`src/rtl/usec_pkg.sv`:
```
package usec_pkg;

   typedef enum logic [1:0] {
      SEL_NONE  = 2'd0,
      SEL_COUNT = 2'd1,
      SEL_RATIO = 2'd2
   } reg_sel_e;

endpackage

```
`src/rtl/usec_ratio_reg.sv`:
```
module usec_ratio_reg #(
   parameter int unsigned FLD_W  = 8,
   parameter int unsigned RST_M1 = 0,
   parameter int unsigned RST_N1 = 11
) (
   input  logic               clk,
   input  logic               rst_n,
   input  logic               wr_en,
   input  logic [2*FLD_W-1:0] wr_val,
   output logic [FLD_W-1:0]   m_minus1,
   output logic [FLD_W-1:0]   n_minus1
);

   always_ff @(posedge clk or negedge rst_n) begin
      if (!rst_n) begin
         m_minus1 <= FLD_W'(RST_M1);
         n_minus1 <= FLD_W'(RST_N1);
      end else if (wr_en) begin
         m_minus1 <= wr_val[2*FLD_W-1:FLD_W];
         n_minus1 <= wr_val[FLD_W-1:0];
      end
   end

endmodule

```
`src/rtl/usec_frac_acc.sv`:
```
module usec_frac_acc #(
   parameter int unsigned FLD_W   = 8,
   parameter bit          CLAMP_M = 1'b1,
   localparam int unsigned ACC_W  = FLD_W + 1
) (
   input  logic             clk,
   input  logic             rst_n,
   input  logic             clr,
   input  logic [FLD_W-1:0] m_minus1,
   input  logic [FLD_W-1:0] n_minus1,
   output logic             step_o,
   output logic             tick_o,
   output logic [ACC_W-1:0] acc_o
);

   logic [ACC_W-1:0] m_val, n_val, m_eff, sum, nxt, acc_q;
   logic             hit;

   assign m_val = ACC_W'(m_minus1) + ACC_W'(1);
   assign n_val = ACC_W'(n_minus1) + ACC_W'(1);

   generate
      if (CLAMP_M) begin : g_clamp
         assign m_eff = (m_val > n_val) ? n_val : m_val;
      end else begin : g_raw
         assign m_eff = m_val;
      end
   endgenerate

   assign sum    = acc_q + m_eff;
   assign hit    = (sum >= n_val);
   assign nxt    = hit ? (sum - n_val) : sum;
   assign step_o = hit & ~clr;
   assign acc_o  = acc_q;

   always_ff @(posedge clk or negedge rst_n) begin
      if (!rst_n) begin
         acc_q  <= '0;
         tick_o <= 1'b0;
      end else if (clr) begin
         acc_q  <= '0;
         tick_o <= 1'b0;
      end else begin
         acc_q  <= nxt;
         tick_o <= hit;
      end
   end

endmodule

```
`src/rtl/usec_counter.sv`:
```
module usec_counter #(
   parameter int unsigned CNT_W = 32
) (
   input  logic             clk,
   input  logic             rst_n,
   input  logic             inc,
   input  logic             hold,
   output logic [CNT_W-1:0] count_o
);

   always_ff @(posedge clk or negedge rst_n) begin
      if (!rst_n)
         count_o <= '0;
      else if (inc && !hold)
         count_o <= count_o + CNT_W'(1);
   end

endmodule

```
`src/rtl/usec_prescaler.sv`:
```
module usec_prescaler
   import usec_pkg::*;
#(
   parameter int unsigned ADDR_W    = 8,
   parameter int unsigned DATA_W    = 32,
   parameter int unsigned CNT_W     = 32,
   parameter int unsigned FLD_W     = 8,
   parameter int unsigned COUNT_OFS = 'h10,
   parameter int unsigned RATIO_OFS = 'h14,
   parameter int unsigned RST_M1    = 0,
   parameter int unsigned RST_N1    = 11,
   parameter bit          CLAMP_M   = 1'b1
) (
   input  logic              clk,
   input  logic              rst_n,
   input  logic              freeze,
   input  logic [ADDR_W-1:0] bus_addr,
   input  logic              bus_wr,
   input  logic [DATA_W-1:0] bus_wdata,
   output logic [DATA_W-1:0] bus_rdata,
   output logic              usec_tick
);

   localparam int unsigned RATIO_W = 2 * FLD_W;
   localparam int unsigned ACC_W   = FLD_W + 1;

   generate
      if (CNT_W > DATA_W || CNT_W < 2) begin : g_bad_cnt
         $error("usec_prescaler: CNT_W must lie in 2..DATA_W");
      end
      if (RATIO_W > DATA_W) begin : g_bad_fld
         $error("usec_prescaler: two ratio fields must fit in DATA_W");
      end
      if (COUNT_OFS == RATIO_OFS) begin : g_bad_ofs
         $error("usec_prescaler: register offsets must differ");
      end
   endgenerate

   reg_sel_e          sel;
   logic              cfg_wr, step;
   logic [FLD_W-1:0]  cfg_m1, cfg_n1;
   logic [ACC_W-1:0]  acc_q;
   logic [CNT_W-1:0]  count_q;
   logic [DATA_W-1:0] count_ext, ratio_ext;

   always_comb begin
      if (bus_addr == ADDR_W'(COUNT_OFS))      sel = SEL_COUNT;
      else if (bus_addr == ADDR_W'(RATIO_OFS)) sel = SEL_RATIO;
      else                                     sel = SEL_NONE;
   end

   assign cfg_wr = bus_wr && (sel == SEL_RATIO);

   usec_ratio_reg #(.FLD_W(FLD_W), .RST_M1(RST_M1), .RST_N1(RST_N1)) u_ratio (
      .clk      (clk),
      .rst_n    (rst_n),
      .wr_en    (cfg_wr),
      .wr_val   (bus_wdata[RATIO_W-1:0]),
      .m_minus1 (cfg_m1),
      .n_minus1 (cfg_n1)
   );

   usec_frac_acc #(.FLD_W(FLD_W), .CLAMP_M(CLAMP_M)) u_acc (
      .clk      (clk),
      .rst_n    (rst_n),
      .clr      (cfg_wr),
      .m_minus1 (cfg_m1),
      .n_minus1 (cfg_n1),
      .step_o   (step),
      .tick_o   (usec_tick),
      .acc_o    (acc_q)
   );

   usec_counter #(.CNT_W(CNT_W)) u_cnt (
      .clk     (clk),
      .rst_n   (rst_n),
      .inc     (step),
      .hold    (freeze),
      .count_o (count_q)
   );

   generate
      if (CNT_W == DATA_W) begin : g_cnt_full
         assign count_ext = count_q;
      end else begin : g_cnt_pad
         assign count_ext = {{(DATA_W-CNT_W){1'b0}}, count_q};
      end
      if (RATIO_W == DATA_W) begin : g_rat_full
         assign ratio_ext = {cfg_m1, cfg_n1};
      end else begin : g_rat_pad
         logic unused_wdata_hi;
         assign unused_wdata_hi = ^bus_wdata[DATA_W-1:RATIO_W];
         assign ratio_ext = {{(DATA_W-RATIO_W){1'b0}}, cfg_m1, cfg_n1};
      end
   endgenerate

   always_comb begin
      unique case (sel)
         SEL_COUNT: bus_rdata = count_ext;
         SEL_RATIO: bus_rdata = ratio_ext;
         default:   bus_rdata = '0;
      endcase
   end

endmodule

```
`config.mk`:
```
export PLATFORM = sky130hd
export DESIGN_NAME = usec_prescaler
export DESIGN_NICKNAME = d
export VERILOG_FILES = /design/src/rtl/usec_pkg.sv /design/src/rtl/usec_ratio_reg.sv /design/src/rtl/usec_frac_acc.sv /design/src/rtl/usec_counter.sv /design/src/rtl/usec_prescaler.sv
export SDC_FILE = /design/constraint.sdc
export NUM_CORES = 1
export LEC_CHECK = 0
export CAP_MARGIN = 20
export CORE_MARGIN = 5
export CORE_UTILIZATION = 25
export DETAILED_ROUTE_END_ITERATION = 10
export HOLD_SLACK_MARGIN = 0.05
export PLACE_DENSITY = 0.42
export SLEW_MARGIN = 20
export SYNTH_ARGS = -nofsm -noshare
export SYNTH_HDL_FRONTEND = slang
export SYNTH_SLANG_ARGS = --single-unit
```
`constraint.sdc`:
```
create_clock -name clk -period 7.48 [get_ports clk]
set_input_delay 1.496 -clock clk [delete_from_list [all_inputs] [get_ports clk]]
set_output_delay 1.496 -clock clk [all_outputs]
set_load 0.005 [all_outputs]
```
==> impl_metrics.yaml <==
status:
  outcome: "completed"
yosys:
  synth_compound_area_share_pct: 7.57
  synth-seq-cells: 58
  synthesis.nets: 512
  yosysWarnings: 0
  synth_area_leaders: "dfrtp_1 33%, ha_1 8.4%, xor2_1 7.4%, mux2i_1 6.0%, mux2_2 4.6%"
  ys_seq_area_share_pct: 34.9
  synth_edf_count: 0
  synthAdderAreaFrac_pct: 9.38
  synth_xor_area_share_pct: 12.6
  synth_top_cells_by_count: "55 x dfrtp_1, 46 x nor2_1, 35 x xor2_1"
  synthFlopType: "dfrtp_1"
  synth.largest_area_cell: "dfrtp_1"
  synth_top_family_by_area: "simple AND/OR/NAND/NOR gates"
  ys_types: 50
  yosys.area.top_type_share_pct: 33.1
  async_flop_share_pct: 100
  muxShareOfSynthArea_pct: 10.6
  synth_area_per_cell_sq_um: 9.51
  netlist_area_sq_um: 4160
  synthCells: 438
  synth-simple-area-share_pct: 21.7
  yosysMostFrequentCell: "dfrtp_1"
power_and_ir_drop:
  p_clk_share_pct: 25.3
  p_per_area_nw_per_um2: 341
  power_mw: 1.83
  swShare_pct: 39.6
  intPower_mw: 1.10
  netSwitchingPower_uw: 724
  peakVddDrop_v: 0.000124
  sequentialPowerShare_pct: 22.5
  combPwrFrac_pct: 52.2
  static-leakage-power_nw: 2.43
routing:
  drc_errors: 0
  drt-total-wl_um: 11500
  vias: 3301
  wl_per_cell_um: 15.9
  ant_nets: 0
  vias_per_cell: 4.55
  drt_iter0_drc: 133
  drt_pass1_iterations: 4
floorplanning:
  dieArea_sq_um: 19300
  die_h_um: 139
  core-area_sq_um: 16500
  rows: 47
  initial_core_util_pct: 25.3
  ios: 77
  die_w_um: 139
grt:
  grt_overflow: 0
  grt_use_total_pct: 12.5
  grt_pass1_vias: 3653
  grt_first_pass_wirelength_um: 19200
  antenna_found_initial: 0
  grt_max_degree: 59
finish:
  antenna_cells: 0
  final_core_utilization_pct: 32.6
  drive_gt1_share_pct: 11.5
  nNetsFinal: 577
  area_growth_syn_to_layout_pct: 28.9
  final_cells: 726
  finalInstanceArea_sq_um: 5370
worst_setup_path:
  rr_worst_depth: 28
  cp_top_family: "compound AO/OA/AOI/OAI gates"
  cp-start-kind: "flop"
  crit_type: "flop to flop"
  worstPathMaxFanout: 10
  arrival_ps: 6470
  crit_buf_inv: 4
  worst_setup_path_end_kind: "flop"
  crit_slowest_cell: "dfstp_2"
  worstReg2RegEnd: "u_cnt.count_o[1]$_DFFE_PN0P_"
  reg2reg_from: "u_ratio.n_minus1[0]$_DFFE_PN1P_"
  critical-path-max-stage-delay_ps: 610
  rrSetupSlack_ps: 1230
  cp.required_ps: 7700
placed_design:
  gp_congestion: 0.769
  port_buffers: 60
  dpl_cell_area_sq_um: 5040
  post-place-cells: 712
  dp_hpwl_um: 8620
  dp_slack_ps: 1080
clock_network:
  path_clk_slew_ps: 50
  cts-htree-levels: 3
  insertion_delay_ps: 340
  clock-sinks: 58
  cts_buffers: 9
  cts_tree: "done"
  cts_resized: 0
  cts.path.max_buffers: 2
  cts_setup_buffers: 0
  cts_hold_buf: 0
  cts_root_buf: "clkbuf_16"
timing:
  hold_viol: 0
  fmax_ghz: 0.160
  fin_crit_ps: 6250
  slew_viol_final: 0
  fin_ws_ps: 1230
  tns_ps: 0
  whs_ps: 464
  grt_setup_unrepaired: "no"
  tightest_slew_ps: 787
  fin_crit_sh_pct: 83.6
  setup-violations-final: 0
  clock_skew_ps: 5.69
  relSlewSlack_pct: 47.5
job:
  max_cap_viol_count: 0
min_path:
  min_from: "u_cnt.count_o[31]$_DFFE_PN0P_"
  holdPathEnd: "u_cnt.count_o[31]$_DFFE_PN0P_"
  hold_path.class: "flop to flop"
  hold_depth: 1
[flip-flops by register name, indices dropped and copies added (netlist names)]
signal	count
u_acc.acc_o	9
u_acc.tick_o	1
u_cnt.count_o	32
u_ratio.m_minus1	8
u_ratio.n_minus1	8
[kinds of logic after synthesis]
group | after synthesis
and+or+nand+nor | 170
xor gates and xnor gates | 58
DFF | 58
AOI/OAI and AO/OA | 45
muxes | 42
buffers and inverters | 35
adders and majority gates | 30
[worst max-delay path by stage]
stage | cells after the start | end | start
finish | 28 | u_cnt.count_o[1]$_DFFE_PN0P_ | u_ratio.n_minus1[0]$_DFFE_PN1P_
global route | 28 | u_cnt.count_o[1]$_DFFE_PN0P_ | u_ratio.n_minus1[0]$_DFFE_PN1P_
CTS | 28 | u_cnt.count_o[1]$_DFFE_PN0P_ | u_ratio.n_minus1[0]$_DFFE_PN1P_
detailed placement | 28 | u_cnt.count_o[1]$_DFFE_PN0P_ | u_ratio.n_minus1[0]$_DFFE_PN1P_
global placement | 28 | u_cnt.count_o[1]$_DFFE_PN0P_ | u_ratio.n_minus1[0]$_DFFE_PN1P_
floorplan | 29 | u_cnt.count_o[12]$_DFFE_PN0P_ | u_ratio.n_minus1[0]$_DFFE_PN1P_
[metal layers]
layer / vias up / part of all wire, % / GRT usage, %
met5: - / 0 / 0
met4: 0 / 3.0 / 5.97
met3: 21 / 2.8 / 2.34
met2: 52 / 52 / 22.6
met1: 1581 / 43 / 14.1
li1: 1647 / - / -
[power groups by stage]
| stage | Clock (mW) | Combinational (mW) | Sequential [mW] |
|---|---|---|---|
| floorplan | 0 | 0.737 | 0.405 |
| global placement | 0 | 0.953 | 0.415 |
| detailed placement | 0 | 0.965 | 0.417 |
| CTS | 0.477 | 0.972 | 0.411 |
| global route | 0.487 | 1.09 | 0.416 |
| finish | 0.463 | 0.954 | 0.411 |
[layout by cell type (no fill, tap or decap), types with 7 or more instances in the layout]
| master | netlist | routed |
|---|---|---|
| nand2b_1 | 8 | 8 |
| nand2_1 | 26 | 26 |
| clkdlybuf4s50_1 | 0 | 59 |
| nor4_1 | 13 | 13 |
| mux2i_1 | 25 | 25 |
| and2_1 | 17 | 17 |
| xor2_1 | 35 | 35 |
| ha_1 | 28 | 28 |
| and3_1 | 8 | 8 |
| buf_4 | 0 | 8 |
| inv_1 | 21 | 21 |
| mux2_2 | 17 | 17 |
| nor2_1 | 46 | 45 |
| nand3_1 | 17 | 17 |
| nor3_1 | 12 | 12 |
| dfrtp_1 | 55 | 55 |
| a21oi_1 | 16 | 16 |
| xnor2_1 | 21 | 21 |
| clkbuf_16 | 0 | 9 |
| o21ai_0 | 7 | 7 |
[final cells by class]
cell class	instances	area, sq um
Clock buffer	12	267
Clock inverter	2	60.1
Fill cell	1733	11100
Inverter	21	78.8
Multi-Input combinational cell	345	2580
Sequential cell	58	1460
Tap cell	220	275
Timing Repair Buffer	68	656
(Power assumes the default switching activity.)
